## src/rtl/irq_trk_pkg.sv

```systemverilog
package irq_trk_pkg;
  typedef enum logic {
    TRIG_LEVEL = 1'b0,
    TRIG_PULSE = 1'b1
  } trig_mode_e;
endpackage

```

## src/rtl/irq_edge_detect.sv

```systemverilog
module irq_edge_detect #(
  parameter int unsigned NUM_LINES = 8
) (
  input  logic                 clk_i,
  input  logic                 rst_ni,
  input  logic [NUM_LINES-1:0] irq_i,
  output logic [NUM_LINES-1:0] rise_o
);
  logic [NUM_LINES-1:0] hist_q;

  for (genvar g = 0; g < NUM_LINES; g++) begin : g_hist
    always_ff @(posedge clk_i or negedge rst_ni) begin
      if (!rst_ni) hist_q[g] <= 1'b0;
      else         hist_q[g] <= irq_i[g];
    end
    assign rise_o[g] = irq_i[g] & ~hist_q[g];
  end
endmodule

```

## src/rtl/irq_line_state.sv

```systemverilog
module irq_line_state
  import irq_trk_pkg::*;
(
  input  logic       clk_i,
  input  logic       rst_ni,
  input  logic       irq_i,
  input  logic       rise_i,
  input  trig_mode_e mode_i,
  input  logic       sw_set_i,
  input  logic       sw_clr_i,
  input  logic       ack_i,
  input  logic       exit_i,
  output logic       pending_o,
  output logic       active_o
);
  logic pend_q, act_q;
  logic pend_d, act_d;
  logic ack_hit, exit_hit, hw_set;

  assign ack_hit  = ack_i & pend_q;
  assign exit_hit = exit_i & act_q;

  always_comb begin
    pend_d = pend_q;
    act_d  = act_q;
    if (exit_hit) begin
      act_d = 1'b0;
      // level lines are re-sampled on return
      if (mode_i == TRIG_LEVEL) pend_d = irq_i;
    end
    if (ack_hit) begin
      act_d  = 1'b1;
      pend_d = 1'b0;
    end
    if (sw_clr_i && (mode_i == TRIG_PULSE || !irq_i)) pend_d = 1'b0;
    hw_set = (mode_i == TRIG_PULSE) ? rise_i : (irq_i & ~act_d);
    if (hw_set || sw_set_i) pend_d = 1'b1;
  end

  always_ff @(posedge clk_i or negedge rst_ni) begin
    if (!rst_ni) begin
      pend_q <= 1'b0;
      act_q  <= 1'b0;
    end else begin
      pend_q <= pend_d;
      act_q  <= act_d;
    end
  end

  assign pending_o = pend_q;
  assign active_o  = act_q;

  p_sw_set_r3: assert property (@(posedge clk_i) disable iff (!rst_ni)
    sw_set_i |=> pend_q);

  p_pulse_edge_r2: assert property (@(posedge clk_i) disable iff (!rst_ni)
    (mode_i == TRIG_PULSE && rise_i) |=> pend_q);

  p_ack_enter_r4: assert property (@(posedge clk_i) disable iff (!rst_ni)
    (ack_i && pend_q) |=> act_q);

  p_ack_ignored_r4: assert property (@(posedge clk_i) disable iff (!rst_ni)
    (ack_i && !pend_q && !act_q && !exit_i) |=> !act_q);

  p_level_exit_low_r5: assert property (@(posedge clk_i) disable iff (!rst_ni)
    (mode_i == TRIG_LEVEL && exit_i && act_q && !irq_i && !sw_set_i && !ack_i)
      |=> (!pend_q && !act_q));

  p_pulse_clr_r9: assert property (@(posedge clk_i) disable iff (!rst_ni)
    (mode_i == TRIG_PULSE && sw_clr_i && !rise_i && !sw_set_i && !ack_i && !exit_i)
      |=> (!pend_q && act_q == $past(act_q)));

  p_level_clr_high_r8: assert property (@(posedge clk_i) disable iff (!rst_ni)
    (mode_i == TRIG_LEVEL && sw_clr_i && irq_i && pend_q && !ack_i && !exit_i)
      |=> pend_q);
endmodule

```

## src/rtl/irq_lowest_pick.sv

```systemverilog
module irq_lowest_pick #(
  parameter int unsigned NUM_LINES = 8,
  parameter int unsigned IDX_W     = (NUM_LINES > 1) ? $clog2(NUM_LINES) : 1
) (
  input  logic                 clk_i,
  input  logic                 rst_ni,
  input  logic [NUM_LINES-1:0] pending_i,
  input  logic [NUM_LINES-1:0] active_i,
  output logic                 valid_o,
  output logic [IDX_W-1:0]     idx_o
);
  logic [NUM_LINES-1:0] cand;
  assign cand = pending_i & ~active_i;

  always_comb begin
    valid_o = 1'b0;
    idx_o   = '0;
    for (int i = NUM_LINES - 1; i >= 0; i--) begin
      if (cand[i]) begin
        valid_o = 1'b1;
        idx_o   = IDX_W'(i);
      end
    end
  end

  p_req_is_cand_r11: assert property (@(posedge clk_i) disable iff (!rst_ni)
    valid_o |-> (pending_i[idx_o] && !active_i[idx_o]));

  p_req_none_r11: assert property (@(posedge clk_i) disable iff (!rst_ni)
    !valid_o |-> (cand == '0 && idx_o == '0));

  p_req_lowest_r11: assert property (@(posedge clk_i) disable iff (!rst_ni)
    valid_o |-> ((cand & ((NUM_LINES'(1) << idx_o) - NUM_LINES'(1))) == '0));
endmodule

```

## src/rtl/irq_state_tracker.sv

```systemverilog
module irq_state_tracker
  import irq_trk_pkg::*;
#(
  parameter int unsigned NUM_LINES = 8,
  parameter int unsigned IDX_W     = (NUM_LINES > 1) ? $clog2(NUM_LINES) : 1
) (
  input  logic                 clk_i,
  input  logic                 rst_ni,
  input  logic [NUM_LINES-1:0] irq_i,
  input  logic [NUM_LINES-1:0] pulse_mode_i,
  input  logic [NUM_LINES-1:0] sw_set_i,
  input  logic [NUM_LINES-1:0] sw_clr_i,
  input  logic                 ack_valid_i,
  input  logic [IDX_W-1:0]     ack_idx_i,
  input  logic                 exit_valid_i,
  input  logic [IDX_W-1:0]     exit_idx_i,
  output logic [NUM_LINES-1:0] pending_o,
  output logic [NUM_LINES-1:0] active_o,
  output logic                 req_valid_o,
  output logic [IDX_W-1:0]     req_idx_o
);
  logic [NUM_LINES-1:0] rise;

  irq_edge_detect #(.NUM_LINES(NUM_LINES)) u_edge (
    .clk_i  (clk_i),
    .rst_ni (rst_ni),
    .irq_i  (irq_i),
    .rise_o (rise)
  );

  for (genvar g = 0; g < NUM_LINES; g++) begin : g_line
    logic ack_sel, exit_sel;
    assign ack_sel  = ack_valid_i  && (ack_idx_i  == IDX_W'(g));
    assign exit_sel = exit_valid_i && (exit_idx_i == IDX_W'(g));

    irq_line_state u_line (
      .clk_i     (clk_i),
      .rst_ni    (rst_ni),
      .irq_i     (irq_i[g]),
      .rise_i    (rise[g]),
      .mode_i    (trig_mode_e'(pulse_mode_i[g])),
      .sw_set_i  (sw_set_i[g]),
      .sw_clr_i  (sw_clr_i[g]),
      .ack_i     (ack_sel),
      .exit_i    (exit_sel),
      .pending_o (pending_o[g]),
      .active_o  (active_o[g])
    );
  end

  irq_lowest_pick #(.NUM_LINES(NUM_LINES), .IDX_W(IDX_W)) u_pick (
    .clk_i     (clk_i),
    .rst_ni    (rst_ni),
    .pending_i (pending_o),
    .active_i  (active_o),
    .valid_o   (req_valid_o),
    .idx_o     (req_idx_o)
  );

  p_set_beats_clr_r10: assert property (@(posedge clk_i) disable iff (!rst_ni)
    ((sw_set_i & sw_clr_i) != '0) |=> ((pending_o & $past(sw_set_i & sw_clr_i)) == $past(sw_set_i & sw_clr_i)));
endmodule

```

## config.mk

```make
export PLATFORM = sky130hd
export DESIGN_NAME = irq_state_tracker
export DESIGN_NICKNAME = d
export VERILOG_FILES = /design/src/rtl/irq_trk_pkg.sv /design/src/rtl/irq_edge_detect.sv /design/src/rtl/irq_line_state.sv /design/src/rtl/irq_lowest_pick.sv /design/src/rtl/irq_state_tracker.sv
export SDC_FILE = /design/constraint.sdc
export NUM_CORES = 1
export LEC_CHECK = 0
export BUFFER_PORTS_ARGS = -buffer_cell sky130_fd_sc_hd__buf_2
export CORE_ASPECT_RATIO = 1.4
export CORE_UTILIZATION = 30
export CTS_BUF_LIST = sky130_fd_sc_hd__clkbuf_16
export DETAILED_ROUTE_END_ITERATION = 6
export SLEW_MARGIN = 20
export SYNTH_ARGS = -nofsm -noshare
export SYNTH_HDL_FRONTEND = slang
export SYNTH_HIERARCHICAL = 1
export SYNTH_SLANG_ARGS = --single-unit
```

## constraint.sdc

```tcl
create_clock -name clk_i -period 2.5 [get_ports clk_i]
set_clock_uncertainty 0.2 [all_clocks]
set_input_delay 0.25 -clock clk_i [delete_from_list [all_inputs] [get_ports clk_i]]
set_output_delay 0.25 -clock clk_i [all_outputs]
set_load 0.01 [all_outputs]
```

==> metrics.md <==
| Metric | Value |
|---|---|
| DR vias | 1520 |
| H-tree depth | 1 |
| Post-CTS Setup Inserts | 0 |
| Final Slew Violations | 0 |
| Crit path max-delay cell type | dfrtp_1 |
| Layout fillers | between 500 and 600 |
| Mapped Area | 1660 sq um |
| Via count of the first global-routing pass | 1544 |
| Worst-path cell chain | nor2b_4 > a2111oi_4 > or3b_1 > buf_2 |
| Avg Cell Area, Syn | roughly 10 sq um |
| CTS Root Buffer Type | clkbuf_16 |
| CP delay by family, top | simple AND/OR/NAND/NOR gates |
| Setup TNS | 0 ns |
| Synth Instances | 159 |
| Commonest cells after routing, fill and taps aside | buf_2 (61), inv_1 (26), o21ai_0 (25), dfrtp_1 (24), dlygate4sd3_1 (12) |
| Clock tree from TritonCTS | yes |
| Layout area overhead | 35.3% |
| Clk Latency, worst-skew pair | 0.26 ns |
| Drt pass-1 iters | 4 |
| Min cycle time layout | approximately 2.2 ns |
| Largest net degree at the start of global routing | 25 |
| Area occupied by multi-input gates | 958 sq um |
| Register area | 601 sq um |
| Commonest non-fill, non-tap cell in the layout | buf_2 |
| Post_cts resized | 0 |
| Worst vdd ir | 229 uV |
| Io pins | 62 |
| Die ar. | about 6000 sq um |
| Synthesized flop and latch total | 24 |
| Chip height | 90.0 um |
| Sequential-to-total area share from yosys stat | 36.2% |
| Layout cells sized above 1 | 45.3% |
| Antenna-violating nets left | 0 |
| GR Overflow Total | 0 |
| Worst-margin pin slew | 0.565 ns |
| Drc violations | 0 |
| Detailed Place HPWL | 3.24 mm |
| # diodes | 0 |
| Syn_nets | 201 |
| Final hold vios | 0 |
| Tcrit/Tclk final | 86.3% |
| Run status | finished, final reports clean |
| Critical setup path kind | reg -> out |
| Leakage power | 1.06 nW |
| Max FO, Critical Path | 6 |
| Layout Nets | between 200 and 300 |
| Warnings, synthesis | 6 |
| Via density | 5.03 |
| Setup violators final | 0 |
| RSZ-0062 raised after global routing | no |
| Power Total | approximately 1.2 mW |
| Initial antenna violation count | 0 |
| First-pass GRT wire length | 6.90 mm |
| Final GP Congestion | 0.791 |
| IO buf count | 61 |
| Critical Path RT | 2.05 ns |
| MaxCap Viol Count | 0 |
| WL/cell | 13.9 um |
| Row cnt | 31 |
| CTS Sinks | 24 |
| CP arrival | 1.71 ns |
| Inserted Clock Buffers | 3 |
| Crit path capture type | primary output |
| Post-synth cell types | 24 |
| Final core utilization | 42.9% |
| Clock-pin slew on the worst setup and hold paths | 0.07 ns |
| Worst rel slew slack | 62.3% |
| Pre-CTS setup slack | between 0.6 and 0.7 ns |
| Die Wd | 64.9 um |
| Bufs and invs on worst path | 1 |
| HP Class | in -> reg |
| Power Density | 552 nW/um^2 |
| CP peak stage delay | 0.43 ns |
| Maximum clock rate | ~0.46 GHz |
| Final WS setup | 0.343 ns |
| Routed WL | 4.19 mm |
| Clock buffer depth | 2 |
| CORE AREA | 5240 sq um |
| Overall Global Routing Usage | 15.1% |
| Starting Density | 31.7% |
| Initial DRC Count | 44 |
| CP Launch Type | flop |
## per-layer routing
| layer | up-vias | track usage [%] | wire, um |
|---|---|---|---|
| met5 | - | 0 | 0 |
| met4 | 0 | 6.48 | 78 |
| met3 | 6 | 1.90 | 183 |
| met2 | 46 | 26.0 | 2110 |
| met1 | 725 | 18.4 | 1810 |
| li1 | 743 | - | - |
## final timing paths
path / startpoint / endpoint / cells past startpoint / slack (ns)
min in group asynchronous: rst_ni / u_edge/hist_q[6]$_DFF_PN0_ / 2 / 0.31
min reg2reg: g_line[7].u_line/active_o$_DFF_PN0_ / g_line[7].u_line/active_o$_DFF_PN0_ / 2 / 0.37
max: g_line[6].u_line/pending_o$_DFFE_PN0P_ / req_valid_o / 4 / 0.34
max reg2reg: g_line[6].u_line/pending_o$_DFFE_PN0P_ / g_line[6].u_line/pending_o$_DFFE_PN0P_ / 3 / 1.17
min: sw_set_i[1] / g_line[1].u_line/pending_o$_DFFE_PN0P_ / 3 / 0.001
max in group asynchronous: rst_ni / u_edge/hist_q[5]$_DFF_PN0_ / 2 / 1.40
## layout make-up
cell class / instances / area share [%]
Clock buffer: 3 / 3.34
Clock inverter: 1 / 0.167
Inverter: 27 / 4.51
Multi-Input combinational cell: 108 / 42.7
Sequential cell: 24 / 26.7
Tap cell: 66 / 3.67
Timing Repair Buffer: 73 / 18.9
## sequential cells by signal, summed over array words and instances, names as in the netlist
signal	count
g_line.u_line/active_o	8
u_edge/hist_q	8
g_line.u_line/pending_o	8
## synthesized netlist by cell type
master      n  area, sq um
inv_2       1         3.75
nor2b_1     2         12.5
o21ai_0    25          125
nor3b_2     8          100
o211ai_1    9         67.6
nand2b_1    5         31.3
o32ai_1     8         70.1
and4_2      2         20.0
dfrtp_1    24          601
and4bb_2    6         75.1
a2111oi_4   1         27.5
nor2b_4     9          124
nand2_1     9         33.8
nor4b_2     2         30.0
and4b_2     6         67.6
inv_1      26         97.6
a21oi_1     1         5.00
nor3_1      1         5.00
or3b_1      1         8.76
a31oi_1     1         6.26
nand3_1     1         5.00
o221ai_1    1         8.76
mux2_4      8          120
nand3b_1    2         15.0
## where the power goes
group | internal, mW | leakage, nW | switching, mW | total (mW)
Combinational | 0.198 | 0.749 | 0.199 | 0.396
Sequential | 0.437 | 0.268 | 0.0515 | 0.488
Clock | 0.214 | 0.0385 | 0.143 | 0.357
## cells by family after synthesis
family	count (synthesis)	share of synthesized area, %
flip-flops	24	36.2
AO/OA/AOI/OAI	46	18.7
AND/OR/NAND/NOR	54	31.8
multiplexers	8	7.23
buffers and inverters	27	6.10
## metrics by stage
stage	hold slack [ns]	cell area [sq um]	instances
after detailed placement	0.0869	2050	286
final	0.00150	2250	302
after floorplan	-0.246	1660	159
after global routing	0.0197	2250	302
after CTS	0.00148	2250	302
after global placement	0.0824	2050	286
## worst min-delay path, cell delays in order
cell,delay (ns)
buf_2,0.07
inv_1,0.03
o211ai_1,0.06
## timing repair
action                                  in CTS  in global routing
hold endpoints to repair                    35                  0
hold buffers                                12                  0
endpoints found under the setup margin       0                  0
No activity file was read; power rests on OpenSTA's default activity.
